<file path="src/rtl/mvf_pkg.sv">
package mvf_pkg;
  // Which source drove a resolved operand, lowest priority first.
  typedef enum logic [2:0] {
    SRC_RF   = 3'd0,
    SRC_WB   = 3'd1,
    SRC_MA   = 3'd2,
    SRC_EX   = 3'd3,
    SRC_PAIR = 3'd4
  } fwd_src_e;

  localparam int unsigned NSLOT = 2;
endpackage

</file>
<file path="src/rtl/mvf_opsel.sv">
module mvf_opsel
  import mvf_pkg::*;
#(
  parameter int unsigned XLEN     = 32,
  parameter int unsigned RW       = 4,
  parameter bit          USE_PAIR = 1'b0
) (
  input  logic [RW-1:0]              rs,
  input  logic [XLEN-1:0]            rf_data,
  input  logic                       pair_fw,
  input  logic [RW-1:0]              pair_rd,
  input  logic [XLEN-1:0]            pair_val,
  input  logic [NSLOT-1:0]           ex_fw,
  input  logic [NSLOT-1:0][RW-1:0]   ex_rd,
  input  logic [NSLOT-1:0][XLEN-1:0] ex_val,
  input  logic [NSLOT-1:0]           ma_fw,
  input  logic [NSLOT-1:0][RW-1:0]   ma_rd,
  input  logic [NSLOT-1:0][XLEN-1:0] ma_val,
  input  logic [NSLOT-1:0]           wb_fw,
  input  logic [NSLOT-1:0][RW-1:0]   wb_rd,
  input  logic [NSLOT-1:0][XLEN-1:0] wb_val,
  output logic [XLEN-1:0]            val,
  output fwd_src_e                   src
);
  logic pair_hit;
  // Only the younger slot may see the older slot's decode-time move.
  assign pair_hit = USE_PAIR && pair_fw && (pair_rd == rs);

  // Sources are applied lowest priority first; later writes override.
  // Slot indices ascend so a slot 1 entry beats slot 0 in the same stage.
  always_comb begin
    val = rf_data;
    src = SRC_RF;
    for (int s = 0; s < NSLOT; s++) begin
      if (wb_fw[s] && (wb_rd[s] == rs)) begin
        val = wb_val[s];
        src = SRC_WB;
      end
    end
    for (int s = 0; s < NSLOT; s++) begin
      if (ma_fw[s] && (ma_rd[s] == rs)) begin
        val = ma_val[s];
        src = SRC_MA;
      end
    end
    for (int s = 0; s < NSLOT; s++) begin
      if (ex_fw[s] && (ex_rd[s] == rs)) begin
        val = ex_val[s];
        src = SRC_EX;
      end
    end
    if (pair_hit) begin
      val = pair_val;
      src = SRC_PAIR;
    end
  end
endmodule

</file>
<file path="src/rtl/mvf_move_resolve.sv">
module mvf_move_resolve #(
  parameter int unsigned XLEN = 32,
  parameter int unsigned IMMW = 8
) (
  input  logic            clk,
  input  logic            rst_n,
  input  logic            vld,
  input  logic            is_mv,
  input  logic            imm_sel,
  input  logic [IMMW-1:0] imm,
  input  logic [XLEN-1:0] opa,
  output logic [XLEN-1:0] mv_val
);
  localparam int unsigned EXTW = XLEN - IMMW;

  function automatic logic [XLEN-1:0] sext_imm(input logic [IMMW-1:0] v);
    return {{EXTW{v[IMMW-1]}}, v};
  endfunction

  logic use_imm;
  assign use_imm = vld && is_mv && imm_sel;
  assign mv_val  = imm_sel ? sext_imm(imm) : opa;

  // The upper part of an immediate move is all copies of its sign bit.
  assert_imm_sext_R1: assert property (@(posedge clk) disable iff (!rst_n)
    use_imm |-> ((&mv_val[XLEN-1:IMMW-1]) || (~|mv_val[XLEN-1:IMMW-1])) &&
                (mv_val[IMMW-1:0] == imm));
endmodule

</file>
<file path="src/rtl/mvf_pipe_stage.sv">
module mvf_pipe_stage
  import mvf_pkg::*;
#(
  parameter int unsigned XLEN = 32,
  parameter int unsigned RW   = 4
) (
  input  logic                       clk,
  input  logic                       rst_n,
  input  logic                       hold,
  input  logic [NSLOT-1:0]           d_fw,
  input  logic [NSLOT-1:0]           d_mv,
  input  logic [NSLOT-1:0][RW-1:0]   d_rd,
  input  logic [NSLOT-1:0][XLEN-1:0] d_val,
  output logic [NSLOT-1:0]           q_fw,
  output logic [NSLOT-1:0]           q_mv,
  output logic [NSLOT-1:0][RW-1:0]   q_rd,
  output logic [NSLOT-1:0][XLEN-1:0] q_val
);
  always_ff @(posedge clk or negedge rst_n) begin
    if (!rst_n) begin
      q_fw  <= '0;
      q_mv  <= '0;
      q_rd  <= '0;
      q_val <= '0;
    end else if (!hold) begin
      q_fw  <= d_fw;
      q_mv  <= d_mv;
      q_rd  <= d_rd;
      q_val <= d_val;
    end
  end

  assert_stage_hold_R9: assert property (@(posedge clk) disable iff (!rst_n)
    hold |=> ($stable(q_fw) && $stable(q_mv) && $stable(q_rd) && $stable(q_val)));
endmodule

</file>
<file path="src/rtl/mvf_fwd_net.sv">
module mvf_fwd_net
  import mvf_pkg::*;
#(
  parameter int unsigned XLEN = 32,
  parameter int unsigned NREG = 16,
  parameter int unsigned IMMW = 8
) (
  input  logic                                clk,
  input  logic                                rst_n,
  input  logic                                stall,
  input  logic [1:0]                          id_vld,
  input  logic [1:0]                          id_mv,
  input  logic [1:0]                          id_mv_imm,
  input  logic [1:0][IMMW-1:0]                id_imm,
  input  logic [1:0][$clog2(NREG)-1:0]        id_rsa,
  input  logic [1:0][$clog2(NREG)-1:0]        id_rsb,
  input  logic [1:0]                          id_wen,
  input  logic [1:0][$clog2(NREG)-1:0]        id_rd,
  input  logic [1:0][XLEN-1:0]                rf_rda,
  input  logic [1:0][XLEN-1:0]                rf_rdb,
  input  logic [1:0][XLEN-1:0]                ex_alu_res,
  output logic [1:0][XLEN-1:0]                opa,
  output logic [1:0][XLEN-1:0]                opb,
  output logic [1:0]                          wb_we,
  output logic [1:0][$clog2(NREG)-1:0]        wb_rd,
  output logic [1:0][XLEN-1:0]                wb_data
);
  localparam int unsigned RW = $clog2(NREG);

  // Decode-side named events
  logic [NSLOT-1:0]           id_fw;
  logic [NSLOT-1:0]           id_mvq;
  logic [NSLOT-1:0][XLEN-1:0] mv_val;
  logic [NSLOT-1:0][XLEN-1:0] id_val;
  logic                       pair_fw;

  // Stage contents
  logic [NSLOT-1:0]           ex_fw, ma_fw, wb_fw;
  logic [NSLOT-1:0]           ex_mv, ma_mv, wb_mv;
  logic [NSLOT-1:0][RW-1:0]   ex_rd, ma_rd, wb_rdq;
  logic [NSLOT-1:0][XLEN-1:0] ex_val, ma_val, wb_val;
  logic [NSLOT-1:0][XLEN-1:0] ex_fval;

  fwd_src_e [NSLOT-1:0]       src_a, src_b;

  assign id_fw   = id_vld & id_wen;
  assign id_mvq  = id_vld & id_mv;
  assign pair_fw = id_vld[0] && id_mv[0] && id_wen[0];

  genvar s;
  generate
    for (s = 0; s < NSLOT; s++) begin : g_slot
      mvf_opsel #(.XLEN(XLEN), .RW(RW), .USE_PAIR(s != 0)) u_sel_a (
        .rs(id_rsa[s]), .rf_data(rf_rda[s]),
        .pair_fw(pair_fw), .pair_rd(id_rd[0]), .pair_val(mv_val[0]),
        .ex_fw(ex_fw), .ex_rd(ex_rd), .ex_val(ex_fval),
        .ma_fw(ma_fw), .ma_rd(ma_rd), .ma_val(ma_val),
        .wb_fw(wb_fw), .wb_rd(wb_rdq), .wb_val(wb_val),
        .val(opa[s]), .src(src_a[s]));

      mvf_opsel #(.XLEN(XLEN), .RW(RW), .USE_PAIR(s != 0)) u_sel_b (
        .rs(id_rsb[s]), .rf_data(rf_rdb[s]),
        .pair_fw(pair_fw), .pair_rd(id_rd[0]), .pair_val(mv_val[0]),
        .ex_fw(ex_fw), .ex_rd(ex_rd), .ex_val(ex_fval),
        .ma_fw(ma_fw), .ma_rd(ma_rd), .ma_val(ma_val),
        .wb_fw(wb_fw), .wb_rd(wb_rdq), .wb_val(wb_val),
        .val(opb[s]), .src(src_b[s]));

      mvf_move_resolve #(.XLEN(XLEN), .IMMW(IMMW)) u_mv (
        .clk(clk), .rst_n(rst_n),
        .vld(id_vld[s]), .is_mv(id_mv[s]), .imm_sel(id_mv_imm[s]),
        .imm(id_imm[s]), .opa(opa[s]), .mv_val(mv_val[s]));

      assign id_val[s]  = id_mvq[s] ? mv_val[s] : '0;
      // Non-move results become available from the ALU during EX.
      assign ex_fval[s] = ex_mv[s] ? ex_val[s] : ex_alu_res[s];

      // A move leaving decode lands in EX with its value untouched.
      assert_mv_enter_R7: assert property (@(posedge clk) disable iff (!rst_n)
        (!stall && id_fw[s] && id_mvq[s]) |=> (ex_fw[s] && ex_mv[s] &&
                                               ex_val[s] == $past(mv_val[s])));

      // An operand drawn from no in-flight source is the register-file data.
      assert_rf_fallback_R5: assert property (@(posedge clk) disable iff (!rst_n)
        (src_a[s] == SRC_RF) |-> (opa[s] == rf_rda[s]));

      // Invalid or non-writing decode entries never enter the pipe as writers.
      assert_no_ghost_R11: assert property (@(posedge clk) disable iff (!rst_n)
        (!stall && !id_fw[s]) |=> !ex_fw[s]);
    end
  endgenerate

  mvf_pipe_stage #(.XLEN(XLEN), .RW(RW)) u_ex (
    .clk(clk), .rst_n(rst_n), .hold(stall),
    .d_fw(id_fw), .d_mv(id_mvq), .d_rd(id_rd), .d_val(id_val),
    .q_fw(ex_fw), .q_mv(ex_mv), .q_rd(ex_rd), .q_val(ex_val));

  mvf_pipe_stage #(.XLEN(XLEN), .RW(RW)) u_ma (
    .clk(clk), .rst_n(rst_n), .hold(stall),
    .d_fw(ex_fw), .d_mv(ex_mv), .d_rd(ex_rd), .d_val(ex_fval),
    .q_fw(ma_fw), .q_mv(ma_mv), .q_rd(ma_rd), .q_val(ma_val));

  mvf_pipe_stage #(.XLEN(XLEN), .RW(RW)) u_wb (
    .clk(clk), .rst_n(rst_n), .hold(stall),
    .d_fw(ma_fw), .d_mv(ma_mv), .d_rd(ma_rd), .d_val(ma_val),
    .q_fw(wb_fw), .q_mv(wb_mv), .q_rd(wb_rdq), .q_val(wb_val));

  // The younger slot owns a shared destination at commit.
  logic wb_clash;
  assign wb_clash   = wb_fw[1] && wb_fw[0] && (wb_rdq[1] == wb_rdq[0]);
  assign wb_we[0]   = wb_fw[0] && !wb_clash;
  assign wb_we[1]   = wb_fw[1];
  assign wb_rd      = wb_rdq;
  assign wb_data    = wb_val;

  assert_wb_single_R8: assert property (@(posedge clk) disable iff (!rst_n)
    (wb_we[0] && wb_we[1]) |-> (wb_rd[0] != wb_rd[1]));

  assert_pair_fwd_R3: assert property (@(posedge clk) disable iff (!rst_n)
    (pair_fw && id_rd[0] == id_rsa[1]) |-> (opa[1] == mv_val[0]));

  // Slot 0 never takes the same-cycle path, whatever slot 1 decodes.
  assert_old_slot_R4: assert property (@(posedge clk) disable iff (!rst_n)
    (src_a[0] != SRC_PAIR) && (src_b[0] != SRC_PAIR));

  assert_move_wb_R7: assert property (@(posedge clk) disable iff (!rst_n)
    (!stall && ma_fw[1] && ma_mv[1]) |=> (wb_we[1] && wb_data[1] == $past(ma_val[1])));

  assert_src_b_R5: assert property (@(posedge clk) disable iff (!rst_n)
    (src_b[1] == SRC_RF) |-> (opb[1] == rf_rdb[1]));

  assert_wb_mv_R6: assert property (@(posedge clk) disable iff (!rst_n)
    (wb_mv[0] && !wb_fw[0]) |-> !wb_we[0]);
endmodule

</file>
<file path="config.mk">
export PLATFORM = sky130hd
export DESIGN_NAME = mvf_fwd_net
export DESIGN_NICKNAME = d
export VERILOG_FILES = /design/src/rtl/mvf_pkg.sv /design/src/rtl/mvf_opsel.sv /design/src/rtl/mvf_move_resolve.sv /design/src/rtl/mvf_pipe_stage.sv /design/src/rtl/mvf_fwd_net.sv
export SDC_FILE = /design/constraint.sdc
export NUM_CORES = 1
export LEC_CHECK = 0
export ABC_AREA = 1
export BUFFER_PORTS_ARGS = -buffer_cell sky130_fd_sc_hd__buf_4
export CELL_PAD_IN_SITES_DETAIL_PLACEMENT = 2
export CELL_PAD_IN_SITES_GLOBAL_PLACEMENT = 2
export CORE_MARGIN = 2
export CORE_UTILIZATION = 28
export DETAILED_ROUTE_END_ITERATION = 16
export GPL_ROUTABILITY_DRIVEN = 0
export PLACE_DENSITY = 0.78
export SETUP_SLACK_MARGIN = 0.5
export SLEW_MARGIN = 20
export SYNTH_ARGS = -nofsm -noshare
export SYNTH_HDL_FRONTEND = slang
export SYNTH_SLANG_ARGS = --single-unit
</file>
<file path="constraint.sdc">
create_clock -name clk -period 2.48 [get_ports clk]
set_input_delay 0.372 -clock clk [delete_from_list [all_inputs] [get_ports clk]]
set_output_delay 0.372 -clock clk [all_outputs]
set_load 0.1 [all_outputs]
</file>
==> results of run 1 <==
[synthesized netlist by cell type (5+ instances only)]
cell,count
or2_2,40
inv_1,334
o2111ai_1,5
xnor2_1,8
xor2_1,6
clkinv_1,6
o21ai_1,8
buf_1,16
o21ai_0,343
dfrtp_1,224
nand2_1,1313
clkbuf_1,159
o22ai_1,59
buf_2,78
o211ai_1,109
inv_2,8
a21oi_1,288
nor2_1,123
nand3_1,256
nand4_1,61
a21boi_0,7
[metal layers]
metal  global-route usage [%]  overflow
met5                     19.7         2
met4                     80.9       157
met3                     61.7         6
met2                     96.3       193
met1                     77.7         2
[kinds of logic after synthesis]
family                 synth area share [%]
XOR/XNOR                              0.605
flip-flops                             27.7
AND/OR/NAND/NOR                        37.2
AO/OA/AOI/OAI                          22.8
buffers and inverters                  11.8
[timing repair]
item | CTS
hold buffers | 1
gates cloned | 13
pin swaps | 154
setup endpoints to repair | 193
buffers inserted | 52
resized for setup | 800
hold endpoints to repair | 40
[per-stage QoR]
step / hold WS [ns] / setup slack, ns
after CTS: 0.0133 / -1.13
after detailed placement: 0.326 / -0.858
after global placement: 0.352 / -0.746
after floorplan: 0.0764 / -0.269
==> metrics.txt, run 1 <==
status aborted with a tool error; stopping stage 5_1_grt; tool error [ERROR GRT-0232] Routing congestion too high. Check the congestion heatmap in the GUI.; initial antenna violation count 18; share of the yosys chip area belonging to registers 27.7%; clock buffer depth 3; total track usage 78.2%; Placed Area 0.0299 mm^2; Root Driver clkbuf_16; PortBufs 444; Synth Flop Type dfrtp_1; Boundary Pins 445; top cells by area, synth dfrtp_1, nand2_1, o21ai_0; cell taking the most area after synthesis dfrtp_1; synthesized cell area 0.0203 mm^2; syn nets 3736; H-tree depth 2; number of synthesized flops with an enable pin 0; Mean Syn Cell Area 5.80 um^2; CTS Buf Count 34; Die Span X approximately 270 um; synthesis-stage register bit count around 220; number of distinct library cells after synthesis 43; top cell type's share of synthesized area 27.7%; die height 273 um; starting density of the core 28.3%; Syn Inst Count 3493; Clock Sinks 224; largest net degree at the start of global routing between 150 and 200; gr ovfl total 360; # rows around 100; ys async rst share 100%; placed cells 5088; YS warnings 0; DP Wirelength 111000 um
==> run 2, diff against run 1 <==
- CELL_PAD_IN_SITES_DETAIL_PLACEMENT: 2 -> default
- CELL_PAD_IN_SITES_GLOBAL_PLACEMENT: 2 -> default
- CORE_UTILIZATION: 28 -> 30
- PLACE_DENSITY: 0.78 -> default
- PLACE_DENSITY_LB_ADDON: default -> 0.15
- SETUP_SLACK_MARGIN: 0.5 -> default
==> run 2 against run 1 <==
The flow now finishes, with violations (negative setup slack). Area after synthesis did not move. Synthesized cell count did not move.
==> metrics.txt, run 2 <==
top cells by area, synth dfrtp_1, nand2_1, o21ai_0; hold wc startpoint id_rd[2]; clk slew on worst S/H paths 0.06 ns; Fmax achieved 275 MHz; DRC Markers 0; DRT Pass-1 Iters 6; post-layout min period approximately 3.6 ns; leading cell type in the layout, fill and taps excluded nand2_1; largest net degree at the start of global routing 175; Clock Sinks 224; pwr dens between 500 and 600 mW/mm^2; nets 4566; Max Slew Vio Count 0; Boundary Pins 445; period utilisation layout 147%; Final Hold Fails 0; Iteration-0 DRC Markers 3422; vias in the first global route 24757; drt via density 5.50; crit path max fanout 5; reg-to-reg startpoint u_wb.q_rd[0]$_DFFE_PN0N_; Placed Area 0.0296 mm^2; Req. time, crit path ~2.1 ns; Crit Path Class reg2out; pre-CTS setup slack -0.597 ns; area delta synth->final 91.9%; synthesized cell area 0.0203 mm^2; ys async rst share 100%; CTS tree built; drt wl/cell 24.2 um; failing checks negative setup slack; commonest cells in the netlist nand2_1, o21ai_0, inv_1, a21oi_1, nand3_1; PortBufs 444; first-pass GRT wire length 168000 um; Critical Path Start Type register; status finished with violations; Core ar. 0.0670 mm^2; Synth Flop Type dfrtp_1; Worst Tran Pin Value roughly 0.83 ns; Post-Route WL between 100000 and 150000 um; top cell type's share of synthesized area 27.7%; Relative slew margins 44.1%; Syn Inst Count about 3500; skew final 0.0116 ns; Peak VDD IR 620 uV; clock buffer depth 3; Root Driver clkbuf_16; count leader, synth nand2_1; # Max-Cap Violations 0; gr ovfl total 0; HP Class in2reg; DRT antenna net count 0; Worst Slack Setup Final -1.16 ns; Die Span X 264 um; share of the yosys chip area belonging to registers 27.7%; CP Launch Point u_wb.q_rd[0]$_DFFE_PN0N_; YS warnings 0; die height roughly 260 um; syn nets approximately 3700; full die area about 0.070 mm^2; DR vias 28750; initial antenna violation count 4; number of synthesized flops with an enable pin 0; RSZ-0062 raised after global routing true; clk_lat worst skew 0.61 ns; Crit. End Element output port; H-tree depth 1; synthesis-stage register bit count 224; fin area roughly 0.039 mm^2; # rows 95; CP arrival ~3.3 ns; starting density of the core 30.2%; layout cells sized above 1 between 40 and 50%; commonest non-fill, non-tap cells in the layout nand2_1, buf_4, inv_1; worst reg2reg setup slack -0.21 ns; Final setup viols 158; Filler cells 6112; Mean Syn Cell Area just under 6 um^2; number of distinct library cells after synthesis 43; CTS Buf Count 30; cell taking the most area after synthesis dfrtp_1; biggest registers after layout u_ex.q_val x64, u_ma.q_val x64, u_wb.q_val x64; total track usage 31.6%; DP Wirelength 86900 um; P_leak between 15 and 20 nW
run 2: cell counts after synthesis:
Identical to the previous run, type by type.
run 2: critical path: stages (launching register included):
cell and delay (ns):
dfrtp_4 0.53, inv_6 0.10, buf_6 0.10, nor2_4 0.03, nor3_4 0.22, nand3_4 0.19, buf_12 0.18, buf_8 0.13
o211ai_1 0.27, nand2_1 0.15, nand3_2 0.13, nand3_2 0.09, nand2_2 0.10, nand2_4 0.07, nand2_4 0.10, clkinvlp_4 0.10
buf_12 0.17
run 2: final cells by class:
| cell class | instances | area (um^2) | area share [%] |
|---|---|---|---|
| multi-input combinational | 2664 | 17800 | 45.7 |
| timing repair buffer | 1055 | 11800 | 30.4 |
| sequential | 224 | 5640 | 14.5 |
| inverter | 348 | 1460 | 3.75 |
| tap | 873 | 1090 | 2.81 |
| clock buffer | 46 | 952 | 2.45 |
| clock inverter | 10 | 125 | 0.322 |
| antenna | 4 | 10.0 | 0.0257 |
run 2: routing by layer:
metal	vias to the layer above	global-route usage [%]	share of wire, %
met4	0	9.83	5.1
met3	316	5.24	10
li1	13116	-	-
met2	1753	41.8	40
met5	-	0	0
met1	13565	50.6	44
run 2: power breakdown:
| group | total, mW | leakage, nW | switching, mW | internal (mW) |
|---|---|---|---|---|
| Clock | 4.89 | 0.542 | 1.96 | 2.93 |
| Sequential | 4.57 | 2.83 | 0.482 | 4.08 |
| Combinational | 13.5 | 15.1 | 8.91 | 4.61 |
| Total | 23.0 | 18.4 | 11.4 | 11.6 |
run 2: what timing repair did:
| action | in CTS | in global routing |
|---|---|---|
| pin swaps | 77 | 340 |
| cloned | 18 | 36 |
| endpoints found under the setup margin | 170 | 180 |
| hold endpoints to repair | 54 | 0 |
| buffers inserted | 26 | 81 |
| hold buffers | 5 | 0 |
| gates resized for setup | 564 | 960 |
run 2: final timing paths:
check / depth (start not counted) / end
max: 16 / opa[62]
min: 3 / u_ex.q_rd[2]$_DFFE_PN0N_
max reg2reg: 20 / u_ex.q_val[48]$_DFFE_PN0N_
min reg2reg: 2 / u_ex.q_val[47]$_DFFE_PN0N_
max in group asynchronous: 3 / u_wb.q_val[18]$_DFFE_PN0N_
min in group asynchronous: 2 / u_ex.q_val[5]$_DFFE_PN0N_
run 2: logic make-up after synthesis:
family,synth area share (%)
DFF,27.7
and+or+nand+nor,37.2
xor gates and xnor gates,0.605
AOI/OAI and AO/OA,22.8
buffers and inverters,11.8
run 2: through the flow:
step	instances	utilization (%)	power [mW]	TNS (ns)	hold WS, ns
final	5224	58.0	23.0	-122.70	0.0159
after detailed placement	5006	44.2	15.2	-58.22	0.374
after global routing	5224	58.0	23.6	-134.87	0.0213
after floorplan	3493	-	11.4	-18.41	0.0764
after CTS	5111	50.1	21.1	-111.98	0.00578
after global placement	5006	44.2	15.1	-56.11	0.370
(Power assumes the default switching activity.)
